**config.mk**
```make
export PLATFORM = sky130hd
export DESIGN_NAME = spi_timing_gen
export DESIGN_NICKNAME = d
export VERILOG_FILES = /design/src/rtl/spi_tg_pkg.sv /design/src/rtl/spi_tg_cfg_latch.sv /design/src/rtl/spi_tg_sample_dly.sv /design/src/rtl/spi_tg_seq.sv /design/src/rtl/spi_timing_gen.sv
export SDC_FILE = /design/constraint.sdc
export NUM_CORES = 1
export LEC_CHECK = 0
export BUFFER_PORTS_ARGS = -buffer_cell sky130_fd_sc_hd__buf_2
export CORE_MARGIN = 2
export CORE_UTILIZATION = 50
export CTS_CLUSTER_DIAMETER = 120
export DETAILED_ROUTE_END_ITERATION = 12
export GPL_ROUTABILITY_DRIVEN = 0
export PLACE_DENSITY = 0.83
export SLEW_MARGIN = 10
export SYNTH_ARGS = -nofsm -noshare
export SYNTH_HDL_FRONTEND = slang
export SYNTH_SLANG_ARGS = --single-unit
```
**constraint.sdc**
```tcl
create_clock -name clk -period 3.37 [get_ports clk]
set_input_delay 0.5055 -clock clk [delete_from_list [all_inputs] [get_ports clk]]
set_output_delay 0.5055 -clock clk [all_outputs]
set_load 0.01 [all_outputs]
```
**src/rtl/spi_tg_pkg.sv**
```systemverilog
package spi_tg_pkg;

  typedef enum logic [2:0] {
    ST_IDLE,
    ST_SETUP,
    ST_LEAD,
    ST_TRAIL,
    ST_HOLD,
    ST_GAP
  } tg_state_e;

endpackage

```
**src/rtl/spi_tg_cfg_latch.sv**
```systemverilog
module spi_tg_cfg_latch #(
  parameter int CW = 16,
  parameter int IW = 8,
  parameter int DW = 3
) (
  input  logic          clk,
  input  logic          rst,
  input  logic          load,
  input  logic [CW-1:0] hi_i,
  input  logic [CW-1:0] lo_i,
  input  logic [CW-1:0] hold_i,
  input  logic [IW-1:0] idle_i,
  input  logic          cpol_i,
  input  logic          cpha_i,
  input  logic          cs_high_i,
  input  logic          samp_opp_i,
  input  logic [DW-1:0] tick_i,
  output logic [CW-1:0] hi_q,
  output logic [CW-1:0] lo_q,
  output logic [CW-1:0] hold_q,
  output logic [IW-1:0] idle_q,
  output logic          cpol_q,
  output logic          cpha_q,
  output logic          cs_high_q,
  output logic          samp_opp_q,
  output logic [DW-1:0] tick_q
);

  // Snapshot taken only when a transfer is accepted.
  always_ff @(posedge clk) begin
    if (rst) begin
      hi_q       <= '0;
      lo_q       <= '0;
      hold_q     <= '0;
      idle_q     <= '0;
      cpol_q     <= 1'b0;
      cpha_q     <= 1'b0;
      cs_high_q  <= 1'b0;
      samp_opp_q <= 1'b0;
      tick_q     <= '0;
    end else if (load) begin
      hi_q       <= hi_i;
      lo_q       <= lo_i;
      hold_q     <= hold_i;
      idle_q     <= idle_i;
      cpol_q     <= cpol_i;
      cpha_q     <= cpha_i;
      cs_high_q  <= cs_high_i;
      samp_opp_q <= samp_opp_i;
      tick_q     <= tick_i;
    end
  end

endmodule

```
**src/rtl/spi_tg_sample_dly.sv**
```systemverilog
module spi_tg_sample_dly #(
  parameter int DW = 3
) (
  input  logic          clk,
  input  logic          clr,
  input  logic [DW-1:0] tick,
  input  logic          din,
  output logic          dout
);

  localparam int DEPTH = (1 << DW) - 1;

  logic taps [0:DEPTH];

  assign taps[0] = din;

  for (genvar k = 1; k <= DEPTH; k++) begin : g_tap
    always_ff @(posedge clk) begin
      if (clr) taps[k] <= 1'b0;
      else     taps[k] <= taps[k-1];
    end
  end

  assign dout = taps[tick];

  // a delay of one cycle reproduces the undelayed strobe one cycle later
  a_r8_one_tick_delay: assert property (@(posedge clk) disable iff (clr)
    (!$past(clr) && tick == DW'(1) && $past(tick) == DW'(1)) |-> (dout == $past(din)));

endmodule

```
**src/rtl/spi_tg_seq.sv**
```systemverilog
module spi_tg_seq
  import spi_tg_pkg::*;
#(
  parameter int CW = 16,
  parameter int IW = 8,
  parameter int LW = 16
) (
  input  logic          clk,
  input  logic          rst,
  input  logic          soft_rst,
  input  logic          start,
  input  logic          stop,
  input  logic [LW-1:0] nbytes,
  input  logic          live_cpol,
  input  logic          live_cs_high,
  input  logic [CW-1:0] live_setup,
  input  logic [CW-1:0] hi_q,
  input  logic [CW-1:0] lo_q,
  input  logic [CW-1:0] hold_q,
  input  logic [IW-1:0] idle_q,
  input  logic          cpol_q,
  input  logic          cpha_q,
  input  logic          cs_high_q,
  input  logic          samp_opp_q,
  output logic          accept_o,
  output logic          sck_o,
  output logic          cs_o,
  output logic          shift_o,
  output logic          samp_raw_o,
  output logic          done_o,
  output logic          ready_o
);

  localparam int BW = LW + 3;

  tg_state_e     st;
  logic [CW-1:0] cnt;
  logic [BW-1:0] bits_left;
  logic [BW-1:0] bits_nx;
  logic          stop_pend;
  logic          sck_q, cs_q, sh_q, sa_q, done_q;
  logic [CW-1:0] lead_n, trail_n;
  logic          samp_on_trail, shift_on_trail;
  logic          cnt_zero, ready;

  assign cnt_zero       = (cnt == '0);
  assign ready          = (st == ST_IDLE) || (st == ST_GAP && cnt_zero);
  assign accept_o       = start && (nbytes != '0) && ready;
  assign lead_n         = cpol_q ? lo_q : hi_q;
  assign trail_n        = cpol_q ? hi_q : lo_q;
  assign samp_on_trail  = cpha_q ^ samp_opp_q;
  assign shift_on_trail = ~cpha_q;
  assign bits_nx        = bits_left - BW'(1);

  always_ff @(posedge clk) begin
    if (rst || soft_rst) begin
      st        <= ST_IDLE;
      cnt       <= '0;
      bits_left <= '0;
      stop_pend <= 1'b0;
      sck_q     <= live_cpol;
      cs_q      <= ~live_cs_high;
      sh_q      <= 1'b0;
      sa_q      <= 1'b0;
      done_q    <= 1'b0;
    end else begin
      sh_q   <= 1'b0;
      sa_q   <= 1'b0;
      done_q <= 1'b0;
      if (stop && st != ST_IDLE) stop_pend <= 1'b1;
      if (accept_o) begin
        st        <= ST_SETUP;
        cnt       <= live_setup;
        bits_left <= {nbytes, 3'b000};
        stop_pend <= 1'b0;
        sck_q     <= live_cpol;
        cs_q      <= live_cs_high;
      end else begin
        unique case (st)
          ST_IDLE: begin
            sck_q <= live_cpol;
            cs_q  <= ~live_cs_high;
          end
          ST_SETUP: begin
            if (cnt_zero) begin
              st    <= ST_LEAD;
              cnt   <= lead_n;
              sck_q <= ~cpol_q;
              sh_q  <= ~shift_on_trail;
              sa_q  <= ~samp_on_trail;
            end else begin
              cnt <= cnt - CW'(1);
            end
          end
          ST_LEAD: begin
            if (cnt_zero) begin
              sck_q     <= cpol_q;
              sh_q      <= shift_on_trail;
              sa_q      <= samp_on_trail;
              bits_left <= bits_nx;
              if (bits_nx == '0 || (stop_pend && bits_nx[2:0] == 3'd0)) begin
                st  <= ST_HOLD;
                cnt <= hold_q;
              end else begin
                st  <= ST_TRAIL;
                cnt <= trail_n;
              end
            end else begin
              cnt <= cnt - CW'(1);
            end
          end
          ST_TRAIL: begin
            if (cnt_zero) begin
              st    <= ST_LEAD;
              cnt   <= lead_n;
              sck_q <= ~cpol_q;
              sh_q  <= ~shift_on_trail;
              sa_q  <= ~samp_on_trail;
            end else begin
              cnt <= cnt - CW'(1);
            end
          end
          ST_HOLD: begin
            if (cnt_zero) begin
              st     <= ST_GAP;
              cnt    <= CW'(idle_q);
              cs_q   <= ~cs_high_q;
              done_q <= 1'b1;
            end else begin
              cnt <= cnt - CW'(1);
            end
          end
          ST_GAP: begin
            if (cnt_zero) st <= ST_IDLE;
            else          cnt <= cnt - CW'(1);
          end
          default: st <= ST_IDLE;
        endcase
      end
    end
  end

  assign sck_o      = sck_q;
  assign cs_o       = cs_q;
  assign shift_o    = sh_q;
  assign samp_raw_o = sa_q;
  assign done_o     = done_q;
  assign ready_o    = ready;

  // every strobe coincides with a transition of the serial clock
  a_r5_strobe_on_edge: assert property (@(posedge clk) disable iff (rst)
    (sh_q || sa_q) |-> (sck_q != $past(sck_q)));

  // clock leaves its idle level only while chip select is active
  a_r6_sck_inside_cs: assert property (@(posedge clk) disable iff (rst)
    (st != ST_IDLE && sck_q != cpol_q) |-> (cs_q == cs_high_q));

  // done marks the cycle in which chip select releases
  a_r3_done_at_release: assert property (@(posedge clk) disable iff (rst)
    done_q |-> (cs_q != cs_high_q && $past(cs_q) == cs_high_q));

  // soft reset idles both lines on the next edge
  a_r13_soft_idle: assert property (@(posedge clk) disable iff (rst)
    soft_rst |=> (sck_q == $past(live_cpol) && cs_q != $past(live_cs_high) && !sh_q && !sa_q));

  // clock periods run only while bits remain
  a_r9_bits_left: assert property (@(posedge clk) disable iff (rst)
    (st == ST_LEAD) |-> (bits_left != '0));

endmodule

```
**src/rtl/spi_timing_gen.sv**
```systemverilog
module spi_timing_gen #(
  parameter int CW = 16,
  parameter int IW = 8,
  parameter int LW = 16,
  parameter int DW = 3
) (
  input  logic          clk,
  input  logic          rst,
  input  logic          soft_rst,
  input  logic          start,
  input  logic          stop,
  input  logic [LW-1:0] nbytes,
  input  logic [CW-1:0] cfg_sck_hi,
  input  logic [CW-1:0] cfg_sck_lo,
  input  logic [CW-1:0] cfg_cs_setup,
  input  logic [CW-1:0] cfg_cs_hold,
  input  logic [IW-1:0] cfg_cs_idle,
  input  logic          cfg_cpol,
  input  logic          cfg_cpha,
  input  logic          cfg_cs_high,
  input  logic          cfg_samp_opp,
  input  logic [DW-1:0] cfg_tick,
  output logic          sck_o,
  output logic          cs_o,
  output logic          shift_o,
  output logic          sample_o,
  output logic          done_o,
  output logic          ready_o
);

  logic          accept;
  logic [CW-1:0] hi_q, lo_q, hold_q;
  logic [IW-1:0] idle_q;
  logic          cpol_q, cpha_q, cs_high_q, samp_opp_q;
  logic [DW-1:0] tick_q;
  logic          samp_raw;
  logic          dly_clr;

  assign dly_clr = rst | soft_rst;

  spi_tg_cfg_latch #(.CW(CW), .IW(IW), .DW(DW)) u_cfg (
    .clk        (clk),
    .rst        (rst),
    .load       (accept),
    .hi_i       (cfg_sck_hi),
    .lo_i       (cfg_sck_lo),
    .hold_i     (cfg_cs_hold),
    .idle_i     (cfg_cs_idle),
    .cpol_i     (cfg_cpol),
    .cpha_i     (cfg_cpha),
    .cs_high_i  (cfg_cs_high),
    .samp_opp_i (cfg_samp_opp),
    .tick_i     (cfg_tick),
    .hi_q       (hi_q),
    .lo_q       (lo_q),
    .hold_q     (hold_q),
    .idle_q     (idle_q),
    .cpol_q     (cpol_q),
    .cpha_q     (cpha_q),
    .cs_high_q  (cs_high_q),
    .samp_opp_q (samp_opp_q),
    .tick_q     (tick_q)
  );

  spi_tg_seq #(.CW(CW), .IW(IW), .LW(LW)) u_seq (
    .clk          (clk),
    .rst          (rst),
    .soft_rst     (soft_rst),
    .start        (start),
    .stop         (stop),
    .nbytes       (nbytes),
    .live_cpol    (cfg_cpol),
    .live_cs_high (cfg_cs_high),
    .live_setup   (cfg_cs_setup),
    .hi_q         (hi_q),
    .lo_q         (lo_q),
    .hold_q       (hold_q),
    .idle_q       (idle_q),
    .cpol_q       (cpol_q),
    .cpha_q       (cpha_q),
    .cs_high_q    (cs_high_q),
    .samp_opp_q   (samp_opp_q),
    .accept_o     (accept),
    .sck_o        (sck_o),
    .cs_o         (cs_o),
    .shift_o      (shift_o),
    .samp_raw_o   (samp_raw),
    .done_o       (done_o),
    .ready_o      (ready_o)
  );

  spi_tg_sample_dly #(.DW(DW)) u_dly (
    .clk  (clk),
    .clr  (dly_clr),
    .tick (tick_q),
    .din  (samp_raw),
    .dout (sample_o)
  );

endmodule

```
# After elaboration in Yosys (flattened, before gate mapping)
# Cells that the tools add are included.
[classes] n_addsub=2 magnitude_cmp=1 eq_ne=18 mux=38 bitwise_logic=10 reduce_logical=29
[ops] operator="two-way mux 16 bit" count=8
[ops] operator="one-hot mux 16 bit (4 select lines)" count=1
[ops] operator="two-way mux 19 bit" count=3
[ops] operator="zero test 19 bit" count=1
[ops] operator="subtractor 19 x 1 -> 19 bit, second input constant" count=1
[ops] operator="zero test 16 bit" count=1
[ops] operator="nonzero test 16 bit" count=1
[ops] operator="subtractor 16 x 1 -> 16 bit, second input constant" count=1
[ops] operator="two-way mux 1 bit" count=15
[ops] operator="two-way mux 3 bit" count=5
[ops] operator="one-hot mux 3 bit (5 select lines)" count=1
[ops] operator="AND reduction 5 bit" count=2
[ops] operator="nonzero test 5 bit" count=2
[ops] operator="inequality test 3 x 2 -> 1 bit, second input constant" count=3
[ops] operator="inequality test 2 x 1 -> 1 bit, second input constant" count=4
[ops] operator="inequality test 4 x 2 -> 1 bit, second input constant" count=2
[ops] operator="AND reduction 2 bit" count=4
[ops] operator="NOT 1 bit" count=7
[ops] operator="== test 3 x 2 -> 1 bit, second input constant" count=2
[ops] operator="== test 3 bit, second input constant" count=2
[ops] operator="zero test 3 bit" count=2
[ops] operator="one-hot mux 1 bit (2 select lines)" count=3
[ops] operator="logical AND 1 bit" count=5
[ops] operator=">= comparator 4 bit, second input constant" count=1
[ops] operator="other kinds (17)" count=21
[totals] ff_bits=114 inputBits=100 output_inout_bits=6 word_cells=125

# Depth between registers and ports, before layout
[depth] ltp_word=8 depth_mapped=12 depth_no_buf=9

# Modules after synthesis
# From an unflattened synthesis, not the netlist that was laid out.
[hier_totals] hier_cells=760 area_unflattened_um2=6528.8
[modules_own_cells] module="spi_tg_seq" instances=1 cells_each=539 area_per_inst_um2=3987.6 seq_area_each_um2=900.9
[modules_own_cells] module="spi_tg_cfg_latch" instances=1 cells_each=203 area_per_inst_um2=2287.2 seq_area_each_um2=1261.2
[modules_own_cells] module="spi_tg_sample_dly" instances=1 cells_each=17 area_per_inst_um2=247.7 seq_area_each_um2=140.1
[modules_own_cells] module="spi_timing_gen" instances=1 cells_each=1 area_per_inst_um2=6.3 seq_area_each_um2=0.0

# Worst setup path before layout
# No wires, ideal clock.
[synth_timing] path_type="register to register" start="reg u_seq.bits_left[0]" end="reg u_seq.cnt[12]" setup_time_ns=0.074 arrival_time_ns=2.748 required_time_ns=3.296 setup_slack_ns=0.548 path_stages_with_launch=10 n_path_buf=0 period_less_slack_ns=2.822 path_cell_list="dfxtp_1 > inv_1 > ha_1 > or4b_2 > o31a_1 > nor4_4 > o2111a_2 > nor2_4 > or3b_1 > a31oi_1"
[synth_via] elab_chain_cells=8
[synth_lines] element="from (decl)" line_no="spi_tg_seq.sv:38" text="logic [BW-1:0] bits_left;"
[synth_lines] element="from (signal assigned)" line_no="spi_tg_seq.sv:74" text="bits_left <= {nbytes, 3'b000};"
[synth_lines] element="from (signal assigned)" line_no="spi_tg_seq.sv:100" text="bits_left <= bits_nx;"
[synth_lines] element="subtractor 19 x 1 -> 19 bit *" line_no="spi_tg_seq.sv:53" text="assign bits_nx = bits_left - BW'(1);"
[synth_lines] element="named net u_seq.bits_nx[0]" line_no="spi_tg_seq.sv:39" text="logic [BW-1:0] bits_nx;"
[synth_lines] element="branches (longest 2 deep; another with zero test 19 bit)"
[synth_lines] element="logical OR 1 bit *" line_no="spi_tg_seq.sv:101" text="if (bits_nx == '0 || (stop_pend && bits_nx[2:0] == 3'd0)) begin"
[synth_lines] element="two-way mux 16 bit *" line_no="spi_tg_seq.sv:101"
[synth_lines] element="two-way mux 16 bit *" line_no="spi_tg_seq.sv:96" text="if (cnt_zero) begin"
[synth_lines] element="one-hot mux 16 bit (4 select lines) *" line_no="spi_tg_seq.sv:79" text="unique case (st)"
[synth_lines] element="two-way mux 16 bit *" line_no="spi_tg_seq.sv:71" text="if (accept_o) begin"
[synth_lines] element="to (signal assigned)" line_no="spi_tg_seq.sv:73" text="cnt <= live_setup;"
[synth_lines] element="to (signal assigned)" line_no="spi_tg_seq.sv:103" text="cnt <= hold_q;"
[synth_lines] element="to (signal assigned)" line_no="spi_tg_seq.sv:106" text="cnt <= trail_n;"
[synth_lines] element="to (decl)" line_no="spi_tg_seq.sv:37" text="logic [CW-1:0] cnt;"
# Mark *: on every way through the listed nets, which the timed path passes.
# A chain may end at the register's enable or synchronous reset.

# Worst setup path after layout
[layout_timing] start="reg u_seq.cnt[0]" end="out ready_o"
[layout_via] elab_chain_cells=3
[layout_lines] element="from (signal assigned)" line_no="spi_tg_seq.sv:73"
[layout_lines] element="from (signal assigned)" line_no="spi_tg_seq.sv:87" text="cnt <= lead_n;"
[layout_lines] element="from (signal assigned)" line_no="spi_tg_seq.sv:92" text="cnt <= cnt - CW'(1);"
[layout_lines] element="zero test 16 bit" line_no="spi_tg_seq.sv:46" text="assign cnt_zero = (cnt == '0);"
[layout_lines] element="logical AND 1 bit" line_no="spi_tg_seq.sv:47" text="assign ready = (st == ST_IDLE) || (st == ST_GAP && cnt_zero);"
[layout_lines] element="logical OR 1 bit" line_no="spi_tg_seq.sv:47"
[layout_lines] element="to (decl)" line_no="spi_timing_gen.sv:28" text="output logic ready_o"
# Every way passes these cells.

==> metrics.cfg <==
[clock_tree]
cts.clk_slew.worst_paths_ps = 50
ctsLongestPathBuffers = 2
h-tree-depth = 4
root_buffer = clkbuf_16
hold_buffers = 0
cts_tree = yes
clock_sinks = 114
cts_made_buffers = 17
clk-insertion-delay-late_ps = 420
cts_setup_buffers = 0
cts_resized = 0

[critical_path]
critPathKind = reg2out
critical_path_required_ps = 2860
start_kind = flop
cp.arrival_ps = 2620
critPathMaxFanout = 7
worstSetupEndpointType = output port

[place]
dp_hpwl_um = 13700
portBuffers = 105
placed_cell_area_um2 = 7170

[floorplan]
coreArea_um2 = 12600
die_x_um = 117
die_area_um2 = 13700
rows = 41
die_h_um = 117
initial_core_util_pct = 51.0
pin_count = 106

[finish]
final_area_um2 = 7790
final_common_cell = nand2_1
mostFrequentLayoutCells = nand2_1 (163), dfxtp_1 (111), buf_2 (105)
layout.nets = 1018
area_growth_pct = 21.4
drive_gt1_share_pct = 21.3
antenna_cells = 0

[yosys]
synth.distinct_cells = 77
async_reset_ff_share_pct = 0
syn_area_um2 = 6410
synth_flop_cell = dfxtp_1
synth-seq-area-share_pct = 35.9
synth_warnings = 0
synth-seq-cells = 114
syn_avg_cell_area_um2 = 7.82
synth-edff-count = 2
syn-num-nets = 923
synthCells = 820

[timing]
rsz0062_at_grt = false
slew_viol_final = 0
finalHoldViolCount = 0
post-route-period-util_pct = 92.7
min_period_ps = 3120
worst_pin_slew_ps = 750
fmax_mhz = 320
setup_tns_ps = 0
finClkSkew_ps = 9.02
max_slew_margin_pct = 49.8
setup_viol = 0

[global_route]
grt_pass1_vias = 6046
antenna_found_initial = 0
grt_remaining_overflow = 0
grt_pass1_wl_um = 30600
grt_max_degree = 64
grt_usage_pct = 29.2

[drt]
drt_pass1_iterations = 7
drt_wl_total_um = 19300
antenna_left = 0
dr_total_vias = 6677
post_drt_wl_per_cell_um = 17.6
viasPerCell = 6.08
routed-wl-met3_um = 1790
drc = 0
met2_length_um = 8720
met1Wirelength_um = 7900
highest_layer = met4
first_iter_violations = 861

[status]
status = completed

[min_path]
min_path_type = in2reg

[power]
leakage_uw = 0.00302
ir_drop_uv = 401
power_density_nw_per_um2 = 522
p_total_uw = 4060

[flow_run]
drv_cap = 0

[worst max-delay path, stage by stage, from the launching register on]
cell and delay, ps:
dfxtp_1 340, inv_1 120, ha_1 290, nor2b_2 260
nand3_2 190, buf_4 220, nor2_1 220, nand2_1 180
o21ai_1 210, buf_2 160
[final timing paths]
path / slack (ps) / cells past startpoint / endpoint / startpoint
worst min-delay path: 320 / 3 / u_cfg.hold_q[3] / cfg_cs_hold[3]
worst min register to register: 450 / 2 / u_cfg.cs_high_q / u_cfg.cs_high_q
worst max-delay path: 250 / 9 / ready_o / u_seq.cnt[0]
worst max register to register: 260 / 10 / u_seq.cnt[6] / u_seq.bits_left[0]
[cell type report]
class,count,area [um^2]
clock inverters,7,95.1
clock buffers,24,513
inverters,7,26.3
multi-input cells,642,3870
well taps,172,215
repair buffers,133,761
fillers,1112,4780
flip-flops and latches,114,2300
[state kept, by name, indices dropped and copies added, names as in the netlist, 3 cells and up]
signal	cells
u_cfg.tick_q	3
u_seq.bits_left	19
u_seq.st	3
u_cfg.hold_q	16
u_dly.taps	7
u_cfg.hi_q	16
u_cfg.idle_q	8
u_cfg.lo_q	16
u_seq.cnt	16
[per-stage QoR]
stage | instances | hold WS, ps | utilization, % | setup slack [ps]
final | 1099 | 316 | 62.0 | 245
after global routing | 1099 | 320 | 62.0 | 42.1
after CTS | 1099 | 306 | 61.9 | 19.1
after detailed placement | 1068 | 441 | 57.1 | 313
after global placement | 1068 | 431 | 57.1 | 372
after floorplan | 820 | 424 | - | 548
[where the power goes]
part / internal, uW / switching [uW] / total, uW
clock network: 1210 / 628 / 1830
registers: 1430 / 79.0 / 1510
logic: 288 / 438 / 726
[logic make-up (layout without fill, tap and decap cells)]
group	after synthesis	count (layout)	share of synthesized area (%)
AOI/OAI and AO/OA	227	227	22.3
xor gates and xnor gates	28	28	3.82
adders and majority gates	3	3	0.585
buffers and inverters	64	171	4.02
DFF	114	114	35.9
muxes	45	45	7.53
and+or+nand+nor	339	339	25.8
[layer usage]
layer  up-vias  track usage [%]
li1       3157                -
met1      3062             37.1
met2       384             45.4
met3        74             7.67
met4         0             15.8
met5         -                0
[Yosys cell counts (5+ instances only)]
master,n,share of area (%)
nand3_1,10,0.78
mux2i_1,37,5.8
xnor2_1,13,1.8
buf_1,8,0.47
dfxtp_1,112,35
and3_1,7,0.68
or3_1,6,0.59
nand2b_1,5,0.49
nand4_1,7,0.68
o211ai_1,5,0.59
nor2_1,48,2.8
o21ai_0,37,2.9
and2_1,9,0.88
nor2b_1,9,0.88
mux2_2,6,1.1
a31oi_1,8,0.78
xor2_1,15,2.0
inv_1,7,0.41
nor4_1,15,1.5
a21oi_1,97,7.6
a211oi_1,18,2.1
o22ai_1,12,1.2
or4_1,6,0.70
nand2_1,163,9.5
clkbuf_1,42,2.5
nor3_1,28,2.2
(Power assumes the default switching activity.)
